### src/rtl/rst_cause_pkg.sv
package rst_cause_pkg;
  localparam int DATA_W    = 32;
  localparam int NUM_FLAGS = 5;
  localparam int FLAG_LSB  = DATA_W - NUM_FLAGS;

  // flag indices within the stored field (field bit i maps to word bit FLAG_LSB+i)
  localparam int IDX_PWR_ON   = 4;
  localparam int IDX_SOFT_PWR = 3;
  localparam int IDX_SOFT_EXT = 2;
  localparam int IDX_BTN_PWR  = 1;
  localparam int IDX_BTN_EXT  = 0;

  localparam logic [NUM_FLAGS-1:0] CLR_ON_ONE = 5'b10011;
  localparam logic [NUM_FLAGS-1:0] SET_ON_ONE = 5'b01100;
  localparam logic [NUM_FLAGS-1:0] LOAD_VALUE = 5'b10000;

  typedef struct packed {
    logic wrHit;
    logic rdHit;
    logic loadPor;
  } strobe_t;
endpackage

### src/rtl/rst_cause_ctrl.sv
module rst_cause_ctrl
  import rst_cause_pkg::*;
#(
  parameter int ADDR_W = 16,
  parameter logic [ADDR_W-1:0] BASE = 16'hF024,
  parameter int CNT_W = 2
) (
  input  logic                 clk,
  input  logic                 porN,
  input  logic                 busRst,
  input  logic                 regWr,
  input  logic [ADDR_W-1:0]    regAddr,
  input  logic [NUM_FLAGS-1:0] wrFlags,
  output strobe_t              str,
  output logic                 reqPulse
);
  localparam logic [CNT_W-1:0] CNT_MAX = '1;

  logic [CNT_W-1:0] rstCnt;
  logic addrHit;
  logic softPwr;
  logic softExt;

  assign addrHit = (regAddr[ADDR_W-1:3] == BASE[ADDR_W-1:3]) && regAddr[2];
  assign softPwr = wrFlags[IDX_SOFT_PWR];
  assign softExt = wrFlags[IDX_SOFT_EXT];

  always_comb begin
    str         = '0;
    str.rdHit   = addrHit;
    str.wrHit   = addrHit && regWr && !busRst;
    str.loadPor = busRst && (rstCnt == '0);
  end

  always_ff @(posedge clk or negedge porN) begin
    if (!porN) begin
      rstCnt <= '0;
    end else if (busRst) begin
      if (rstCnt != CNT_MAX) rstCnt <= rstCnt + 1'b1;
    end else if (str.wrHit && softPwr) begin
      rstCnt <= '0;
    end
  end

  always_ff @(posedge clk or negedge porN) begin
    if (!porN) reqPulse <= 1'b0;
    else       reqPulse <= str.wrHit && (softPwr || softExt);
  end

  // a request pulse always follows a write strobe
  p_req_after_write_r5: assert property (@(posedge clk) disable iff (!porN)
    reqPulse |-> $past(regWr));

  // saturated counter stays saturated under further resets
  p_cnt_saturate_r8: assert property (@(posedge clk) disable iff (!porN)
    (rstCnt == CNT_MAX && busRst) |=> rstCnt == CNT_MAX);

  // a bus reset cycle never yields a request
  p_collision_r10: assert property (@(posedge clk) disable iff (!porN)
    busRst |=> !reqPulse);
endmodule

### src/rtl/rst_cause_datapath.sv
module rst_cause_datapath
  import rst_cause_pkg::*;
(
  input  logic                 clk,
  input  logic                 porN,
  input  strobe_t              str,
  input  logic [NUM_FLAGS-1:0] wrFlags,
  output logic [DATA_W-1:0]    rdData
);
  logic [NUM_FLAGS-1:0] flags;

  for (genvar i = 0; i < NUM_FLAGS; i++) begin : g_flag
    always_ff @(posedge clk or negedge porN) begin
      if (!porN) begin
        flags[i] <= 1'b0;
      end else if (str.loadPor) begin
        flags[i] <= LOAD_VALUE[i];
      end else if (str.wrHit && wrFlags[i]) begin
        if (CLR_ON_ONE[i]) flags[i] <= 1'b0;
        else if (SET_ON_ONE[i]) flags[i] <= 1'b1;
      end
    end
  end

  assign rdData = str.rdHit ? {flags, {FLAG_LSB{1'b0}}} : '0;

  // a first-reset load leaves only the power-on flag
  p_load_value_r7: assert property (@(posedge clk) disable iff (!porN)
    str.loadPor |=> flags == LOAD_VALUE);

  // request flags only fall through a reset load
  p_set_only_r4: assert property (@(posedge clk) disable iff (!porN)
    ($fell(flags[IDX_SOFT_PWR]) || $fell(flags[IDX_SOFT_EXT])) |-> $past(str.loadPor));

  // bits below the flag field are always zero
  p_low_zero_r2: assert property (@(posedge clk) disable iff (!porN)
    rdData[FLAG_LSB-1:0] == '0);
endmodule

### src/rtl/rst_cause_reg.sv
module rst_cause_reg
  import rst_cause_pkg::*;
#(
  parameter int ADDR_W = 16,
  parameter logic [ADDR_W-1:0] BASE = 16'hF024,
  parameter int CNT_W = 2
) (
  input  logic              clk,
  input  logic              porN,
  input  logic              busRst,
  input  logic              regWr,
  input  logic [ADDR_W-1:0] regAddr,
  input  logic [31:0]       regWdata,
  output logic [31:0]       regRdata,
  output logic              reqPulse
);
  strobe_t str;
  logic [NUM_FLAGS-1:0] wrFlags;

  assign wrFlags = regWdata[DATA_W-1:FLAG_LSB];

  rst_cause_ctrl #(.ADDR_W(ADDR_W), .BASE(BASE), .CNT_W(CNT_W)) ctrl_i (
    .clk(clk), .porN(porN), .busRst(busRst), .regWr(regWr),
    .regAddr(regAddr), .wrFlags(wrFlags), .str(str), .reqPulse(reqPulse)
  );

  rst_cause_datapath dp_i (
    .clk(clk), .porN(porN), .str(str), .wrFlags(wrFlags), .rdData(regRdata)
  );
endmodule

### config.mk
export PLATFORM = sky130hd
export DESIGN_NAME = rst_cause_reg
export DESIGN_NICKNAME = d
export VERILOG_FILES = /design/src/rtl/rst_cause_pkg.sv /design/src/rtl/rst_cause_ctrl.sv /design/src/rtl/rst_cause_datapath.sv /design/src/rtl/rst_cause_reg.sv
export SDC_FILE = /design/constraint.sdc
export NUM_CORES = 1
export LEC_CHECK = 0
export BUFFER_PORTS_ARGS = -buffer_cell sky130_fd_sc_hd__buf_2
export CAP_MARGIN = 10
export CORE_ASPECT_RATIO = 0.7
export CORE_MARGIN = 8
export CORE_UTILIZATION = 32
export DETAILED_ROUTE_END_ITERATION = 7
export PLACE_DENSITY = 0.84
export SLEW_MARGIN = 20
export SYNTH_ARGS = -nofsm -noshare
export SYNTH_HDL_FRONTEND = slang
export SYNTH_SLANG_ARGS = --single-unit
### constraint.sdc
create_clock -name clk -period 2.65 [get_ports clk]
set_input_delay 0.1325 -clock clk [delete_from_list [all_inputs] [get_ports clk]]
set_output_delay 0.1325 -clock clk [all_outputs]
set_load 0.005 [all_outputs]
Word level (Yosys, flattened, before mapping) --
Index checks and enable logic that the tools add are counted.
Word-level totals: input port bits 52, register bits 8, output and inout bits 33, logic and storage cells 45
Cells by class: equal/unequal tests 3, reduce and logical (&&, ||, !) cells 20, $add $sub $neg 1, mux-type cells 14
Operators by type and width (count):
- 32-bit 2-to-1 mux | 1
- 13-bit equality test, second input constant | 1
- 2-bit nonzero test | 6
- 1-bit logical AND | 10
- 1-bit 2-to-1 mux | 10
- 2-bit 2-to-1 mux | 3
- 2-bit by 1-bit adder with 2-bit output, second input constant | 1
- 2-bit logical NOT | 1
- 2-bit by 1-bit != test with 1-bit output, second input constant | 1
- 2-bit != test, second input constant | 1
- 2-bit AND reduction | 1
- 1-bit logical NOT | 1
- 1-bit logical OR | 1

Logic depth before layout (Yosys ltp) --
Gate-level depths: netlist of the first run.
word-level depth 7, mapped depth 4, depth with buffers taken out 4

Modules after synthesis --
A second synthesis of the first run with hierarchy kept.
Second synthesis, totals: cell total of the unflattened synthesis 64, area total of the unflattened synthesis 586.8 sq um
Modules (own cells, without submodules):
- rst_cause_datapath | seq. area each 75.1 sq um, area an instance 344.1 sq um, instances 1, cells each 42
- rst_cause_ctrl | seq. area each 75.1 sq um, area an instance 242.7 sq um, instances 1, cells each 22

Worst setup path before layout of the first run --
Ideal clock, no wire load.
kind reg-to-reg, start reg ctrl_i.rstCnt[0], end reg ctrl_i.rstCnt[1], cell stages (with the launch flop) 5, path buffers 0, library setup time 122 ps, arrival time 1014 ps, data required time 2528 ps, clock period less this slack 1136 ps, slack 1514 ps, path through dfrtp_1 -> ha_1 -> nor2b_1 -> mux2i_1 -> a21oi_1
On the way: cells in the longest elaborated chain, start to end 3, elaborated cells between the ends (all ways) 6, classes of those cells add/sub: 1; eq/ne: 2; mux: 2; reduce/logical: 1
RTL lines:
- start: declaration | RTL line rst_cause_ctrl.sv:19 | logic [CNT_W-1:0] rstCnt;
- start signal: assignment | RTL line rst_cause_ctrl.sv:39 | if (rstCnt != CNT_MAX) rstCnt <= rstCnt + 1'b1;
- 2-bit by 1-bit adder with 2-bit output or 2-bit != test (tied branches) | RTL line rst_cause_ctrl.sv:39
- 2-bit 2-to-1 mux or 2-bit by 1-bit != test with 1-bit output (tied branches)
- 2-bit 2-to-1 mux or 2-bit AND reduction (tied branches)
Parallel ways exist; a longest one is shown, timed or not. The select of a mux whose other input is x is not followed. A chain may end at the register's enable or synchronous reset.

Worst setup path after layout of the first run --
Ends and elaborated chain as after synthesis.

==> results of run 1 <==
## power by group through the flow
| stage | clock (mW) | combinational, mW | sequential (mW) |
|---|---|---|---|
| global placement | 0 | 0.0967 | 0.124 |
| floorplan | 0 | 0.102 | 0.123 |
| CTS | 0.0856 | 0.108 | 0.125 |
| detailed placement | 0 | 0.106 | 0.127 |
| finish | 0.0817 | 0.107 | 0.126 |
| global route | 0.0928 | 0.125 | 0.127 |
## per-stage QoR
step                      util, %  cell area [um^2]  hold slack [ps]
after floorplan                 -               721             -163
after global placement       35.4               651            -38.3
after detailed placement     35.4               651            -38.6
after CTS                    37.2               683             52.8
after global routing         37.2               683             51.5
final                        37.2               683             59.1
## how the worst max path moves through the flow
stage                                       from                            to  slack [ps]
finish              ctrl_i.rstCnt[0]$_DFFE_PN0P_  ctrl_i.rstCnt[1]$_DFFE_PN0P_        1420
global route                          regAddr[8]                  regRdata[31]        1370
CTS                 ctrl_i.rstCnt[0]$_DFFE_PN0P_  ctrl_i.rstCnt[1]$_DFFE_PN0P_        1410
detailed placement  ctrl_i.rstCnt[0]$_DFFE_PN0P_  ctrl_i.rstCnt[1]$_DFFE_PN0P_        1410
global placement                      regAddr[4]                  regRdata[30]        1460
floorplan           ctrl_i.rstCnt[0]$_DFFE_PN0P_  ctrl_i.rstCnt[1]$_DFFE_PN0P_        1510
## synth_stat cells
cell type / number / area [um^2]
xnor2_1: 1 / 8.76
mux2i_1: 1 / 10.0
conb_1: 1 / 3.75
a21oi_1: 3 / 15.0
and4_1: 1 / 8.76
nor2b_1: 2 / 12.5
and4b_1: 1 / 10.0
nor4_4: 1 / 21.3
a31oi_1: 1 / 6.26
and2_1: 3 / 18.8
ha_1: 2 / 25.0
inv_1: 2 / 7.51
nand4_1: 1 / 6.26
a22o_2: 2 / 20.0
and4_4: 1 / 11.3
nand4b_1: 1 / 8.76
nor4b_2: 2 / 30.0
dfrtp_1: 6 / 150
and4bb_2: 1 / 12.5
nand2_1: 1 / 3.75
nor2_1: 2 / 7.51
buf_4: 29 / 218
## layout make-up
| type | count | area (um^2) |
|---|---|---|
| Inverter | 2 | 7.51 |
| Fill cell | 202 | 1150 |
| Multi-Input combinational cell | 56 | 345 |
| Sequential cell | 6 | 150 |
| Timing Repair Buffer | 25 | 130 |
| Tap cell | 22 | 27.5 |
| Clock buffer | 3 | 22.5 |
## per-layer routing
metal	wire length (um)	GRT usage, %	vias up
met3	133	4.06	2
li1	-	-	218
met5	0	0	-
met2	805	12.9	24
met1	408	5.84	203
met4	17	2.71	0
## placed cells by master (no fill, tap or decap), types with 2 or more instances in the layout
master / instances
buf_2: 24
clkbuf_4: 3
dfrtp_1: 6
a22o_2: 2
and2_1: 3
nor2b_1: 2
ha_1: 2
nor2_1: 2
conb_1: 29
nor4b_2: 2
inv_1: 2
a21oi_1: 3
## state kept, by name (all words and copies together) (netlist names)
register	cells
dp_i.flags	3
ctrl_i.rstCnt	2
ctrl_i.reqPulse	1
## logic make-up after synthesis
group	Yosys count	share of synthesized area [%]
mux	1	1.63
compound gates	6	6.71
simple gates	17	24.6
flops	6	24.4
xor+xnor	1	1.42
other cells	1	0.609
fa+ha+maj	2	4.06
buf+inv	31	36.6
## worst max-delay path, delay by kind of cell, from the launching register on
family / cells / cell delay [ps]
simple gates: 1 / 200
flops: 1 / 420
compound gates: 1 / 60
mux: 1 / 220
fa+ha+maj: 1 / 210
==> impl_metrics.env, run 1 <==
export IMPL_status="completed"
export IMPL_placed_cells=110
export IMPL_fin_worst_skew_ps=2.32
export IMPL_fp_row_count=13
export IMPL_path_clk_slew_ps=40
export IMPL_max_freq_mhz=813
export IMPL_clkPwrFrac_pct=26.0
export IMPL_cts_repair_resized=0
export IMPL_start_kind="flop"
export IMPL_leakagePower_nw=0.379
export IMPL_arrival_ps=1350
export IMPL_vias=447
export IMPL_initialDrtViolationCount=1
export IMPL_die_w_um=68.4
export IMPL_pwr_share_comb_pct=33.9
export IMPL_routed_via_density=3.92
export IMPL_ant_nets=0
export IMPL_min_delay_start="regWdata[31]"
export IMPL_ir_worst_vdd_mv=0.282
export IMPL_min_to="dp_i.flags[4]$_DFFE_PN0P_"
export IMPL_htreeDepth=1
export IMPL_endpoint_kind="flop"
export IMPL_powerDensity_nw_per_um2=460
export IMPL_yosysUniqueCellTypes=22
export IMPL_rr_endpoint="ctrl_i.rstCnt[1]$_DFFE_PN0P_"
export IMPL_setup_viol=0
export IMPL_cts_root_buf="clkbuf_4"
export IMPL_cts_tree="done"
export IMPL_p_sw_uw=105
export IMPL_synthToLayoutAreaGrowth_pct=11.0
export IMPL_hpwl_um=1270
export IMPL_slowest_stage="dfrtp_1"
export IMPL_cp_data_required_time_ps=2770
export IMPL_min_period_ps=1230
export IMPL_place_ws_ps=1410
export IMPL_routabilityCongestion=0.696
export IMPL_grt_setup_unrepaired="no"
export IMPL_seqPwrFrac_pct=40.1
export IMPL_final_layout_size_suffix_gt1_share_pct=37.0
export IMPL_crit_fanout=4
export IMPL_r2r_worst_path_cells=4
export IMPL_syn_area_um2=616
export IMPL_cts_buffer_depth=2
export IMPL_crit_chain="ha_1 > nor2b_1 > mux2i_1 > a21oi_1"
export IMPL_final_hold_viol_count=0
export IMPL_final_nets=148
export IMPL_grt_first_pass_wirelength_um=1840
export IMPL_avgSynthCellArea_um2=9.47
export IMPL_hold_path_cell_count=2
export IMPL_drc=0
export IMPL_die_height_um=52.7
export IMPL_antenna_found_initial=0
export IMPL_numCtsBuffers=3
export IMPL_drt_total_wl_um=1370
export IMPL_io_buffer_count=24
export IMPL_grt_max_degree=7
export IMPL_fin_crit_sh_pct=46.4
export IMPL_tns_ps=0
export IMPL_slowest_delay_ps=420
export IMPL_hp_class="primary input to flop"
export IMPL_ys_seq_elements=6
export IMPL_firstDrtPassIters=2
export IMPL_grt_total_usage_pct=6.92
export IMPL_instances_no_fill=114
export IMPL_insertion_delay_ps=240
export IMPL_cts_hold_buf=1
export IMPL_diodes=0
export IMPL_switching_share_pct=33.3
export IMPL_slew_violations=0
export IMPL_core_area_um2=1840
export IMPL_die_area_um2=3610
export IMPL_power_internal_uw=210
export IMPL_total_power_uw=314
export IMPL_r2r_start="ctrl_i.rstCnt[0]$_DFFE_PN0P_"
export IMPL_ff2ff_setup_slack_ps=1420
export IMPL_ys_warnings_count=0
export IMPL_cts_num_sinks=6
export IMPL_grt_pass1_vias=454
export IMPL_io_pins=85
export IMPL_critPathKind="flop to flop"
export IMPL_finalWorstSetupSlack_ps=1420
export IMPL_wl_per_cell_um=12.0
export IMPL_ys_seq_area_share_pct=24.4
export IMPL_initial_core_util_pct=33.5
export IMPL_cap_violations=0
export IMPL_postCtsSetupBuffers=0
export IMPL_overflow=0
export IMPL_synthCells=65
Note: power is estimated with default switching activity, not from simulation.
==> inputs of run 2 (changes only) <==
--- a/config.mk
+++ b/config.mk
@@ -9,9 +9,9 @@
 export CAP_MARGIN = 10
 export CORE_ASPECT_RATIO = 0.7
 export CORE_MARGIN = 8
-export CORE_UTILIZATION = 32
+export CORE_UTILIZATION = 27
 export DETAILED_ROUTE_END_ITERATION = 7
-export PLACE_DENSITY = 0.84
+export PLACE_DENSITY = 0.75
 export SLEW_MARGIN = 20
 export SYNTH_ARGS = -nofsm -noshare
 export SYNTH_HDL_FRONTEND = slang
==> constraint.sdc (replaced) <==
create_clock -name clk -period 1.1 [get_ports clk]
set_input_delay 0.055 -clock clk [delete_from_list [all_inputs] [get_ports clk]]
set_output_delay 0.055 -clock clk [all_outputs]
set_load 0.005 [all_outputs]
==> run 2 against run 1 <==
Sequential cell count is the same. Clock-buffer cell count is the same. Non-clock buffer count grew 2. Design area grew 7.1%. Via count grew 4.3%. Total power grew to 2.7 times the previous value. Clock skew is essentially flat. Final cell count grew 11%. Sequential share of layout area shrank 1.5 points. The flow now finishes with violations (setup timing). Global-route usage shrank 0.078 points.
==> impl_metrics.env, run 2 (synthesized netlist as in run 1, its figures left out) <==
export IMPL_status="finished with violations"
export IMPL_violations="setup timing"
export IMPL_cp_startpoint="ctrl_i.rstCnt[1]$_DFFE_PN0P_"
export IMPL_fin_crit_sh_pct=100
export IMPL_grt_pass1_vias=512
export IMPL_drt_total_wl_um=1520
export IMPL_fp_row_count=14
export IMPL_crit_fanout=3
export IMPL_power_internal_uw=550
export IMPL_max_freq_mhz=909
export IMPL_die_w_um=73.1
export IMPL_core_area_um2=2150
export IMPL_endpoint_kind="flop"
export IMPL_placed_cells=121
export IMPL_routabilityCongestion=0.786
export IMPL_top_regs="dp_i.flags (3), ctrl_i.rstCnt (2), ctrl_i.reqPulse (1)"
export IMPL_grt_total_usage_pct=6.84
export IMPL_cts_buffer_depth=2
export IMPL_initialDrtViolationCount=13
export IMPL_critPathKind="flop to flop"
export IMPL_hpwl_um=1290
export IMPL_final_common_cell="conb_1"
export IMPL_diodes=0
export IMPL_instances_no_fill=126
export IMPL_routed_via_density=3.70
export IMPL_cp_data_required_time_ps=1230
export IMPL_pwr_share_comb_pct=39.8
export IMPL_tns_ps=-0.570
export IMPL_final_layout_size_suffix_gt1_share_pct=39.4
export IMPL_placed_cell_area_um2=673
export IMPL_p_sw_uw=285
export IMPL_finalInstanceArea_um2=732
export IMPL_vias=466
export IMPL_final_nets=150
export IMPL_slew_violations=0
export IMPL_ant_nets=0
export IMPL_grt_max_degree=7
export IMPL_io_buffer_count=24
export IMPL_path_clk_slew_ps=40
export IMPL_finalWorstSetupSlack_ps=-0.570
export IMPL_cap_violations=0
export IMPL_ir_worst_vdd_mv=0.281
export IMPL_min_delay_start="regWdata[30]"
export IMPL_switching_share_pct=34.1
export IMPL_r2r_worst_path_cells=4
export IMPL_fin_worst_skew_ps=2.45
export IMPL_firstDrtPassIters=4
export IMPL_htreeDepth=1
export IMPL_hold_ws_ps=41.9
export IMPL_clkPwrFrac_pct=24.2
export IMPL_hp_class="primary input to flop"
export IMPL_arrival_ps=1230
export IMPL_cts_tree="done"
export IMPL_regMostFlops="dp_i.flags"
export IMPL_seqPwrFrac_pct=36.0
export IMPL_final_hold_viol_count=0
export IMPL_cts_num_sinks=6
export IMPL_powerDensity_nw_per_um2=1140
export IMPL_cts_root_buf="clkbuf_4"
export IMPL_postCtsSetupBuffers=0
export IMPL_synthToLayoutAreaGrowth_pct=18.9
export IMPL_final_cell_mix="29 x conb_1, 24 x buf_2, 6 x dfrtp_1"
export IMPL_wl_per_cell_um=12.0
export IMPL_r2r_start="ctrl_i.rstCnt[1]$_DFFE_PN0P_"
export IMPL_start_kind="flop"
export IMPL_numCtsBuffers=3
export IMPL_largest_reg_flops=3
export IMPL_die_height_um=56.0
export IMPL_insertion_delay_ps=240
export IMPL_grt_setup_unrepaired="yes"
export IMPL_io_pins=85
export IMPL_die_area_um2=4090
export IMPL_hold_path_cell_count=2
export IMPL_min_period_ps=1100
export IMPL_setup_viol=1
export IMPL_leakagePower_nw=0.397
export IMPL_initial_core_util_pct=28.6
export IMPL_overflow=0
export IMPL_antenna_found_initial=0
export IMPL_drc=0
export IMPL_grt_first_pass_wirelength_um=2170
## run 2: path summary, 6_finish.rpt
| path | end | slack [ps] |
|---|---|---|
| setup / recovery | ctrl_i.rstCnt[1]$_DFFE_PN0P_ | -0.6 |
| hold / removal | ctrl_i.rstCnt[1]$_DFFE_PN0P_ | 40 |
| setup reg to reg | ctrl_i.rstCnt[1]$_DFFE_PN0P_ | -0.6 |
| hold reg to reg | dp_i.flags[3]$_DFFE_PN0P_ | 500 |
| max in group asynchronous | ctrl_i.reqPulse$_DFF_PN0_ | 780 |
| min in group asynchronous | dp_i.flags[4]$_DFFE_PN0P_ | 170 |
## run 2: final cells by class
cell class	count	area, um^2
Multi-Input combinational cell	56	364
Sequential cell	6	150
Inverter	2	7.51
Clock buffer	3	22.5
Timing Repair Buffer	27	148
Tap cell	32	40.0
Fill cell	228	1420
## run 2: through the flow
step           utilization (%)  total power, mW  worst slack (ps)
2_1_floorplan                -            0.550              4.08
3_3_place_gp              31.2            0.568            -0.315
3_5_place_dp              31.2            0.593             -36.2
4_1_cts                   33.6            0.823             0.542
5_1_grt                   34.0            0.899             -56.0
6_report                  34.0            0.835            -0.570
## run 2: worst max-delay path, stage by stage, from the launching register on
cell     delay [ps]
dfrtp_1         400
ha_2            210
nor2b_4         130
mux2i_1         190
a21oi_1          60
## run 2: power groups by stage
stage / registers, mW / logic, mW / clock network [mW]
2_1_floorplan: 0.296 / 0.254 / 0
3_3_place_gp: 0.293 / 0.275 / 0
3_5_place_dp: 0.300 / 0.293 / 0
4_1_cts: 0.300 / 0.323 / 0.201
5_1_grt: 0.308 / 0.375 / 0.217
6_report: 0.300 / 0.332 / 0.202
## run 2: routing by layer
layer	global-route usage, %	up-vias	part of all wire (%)
met3	2.16	5	3.8
met2	13.1	20	61
met4	4.83	0	1.7
li1	-	226	-
met1	5.71	215	34
met5	0	-	0
## run 2: timing repair
item,in CTS,in global routing
gates resized for setup,2,1
setup endpoints to repair,1,5
hold endpoints to repair,7,0
hold buffers,2,0
pin swaps,0,2
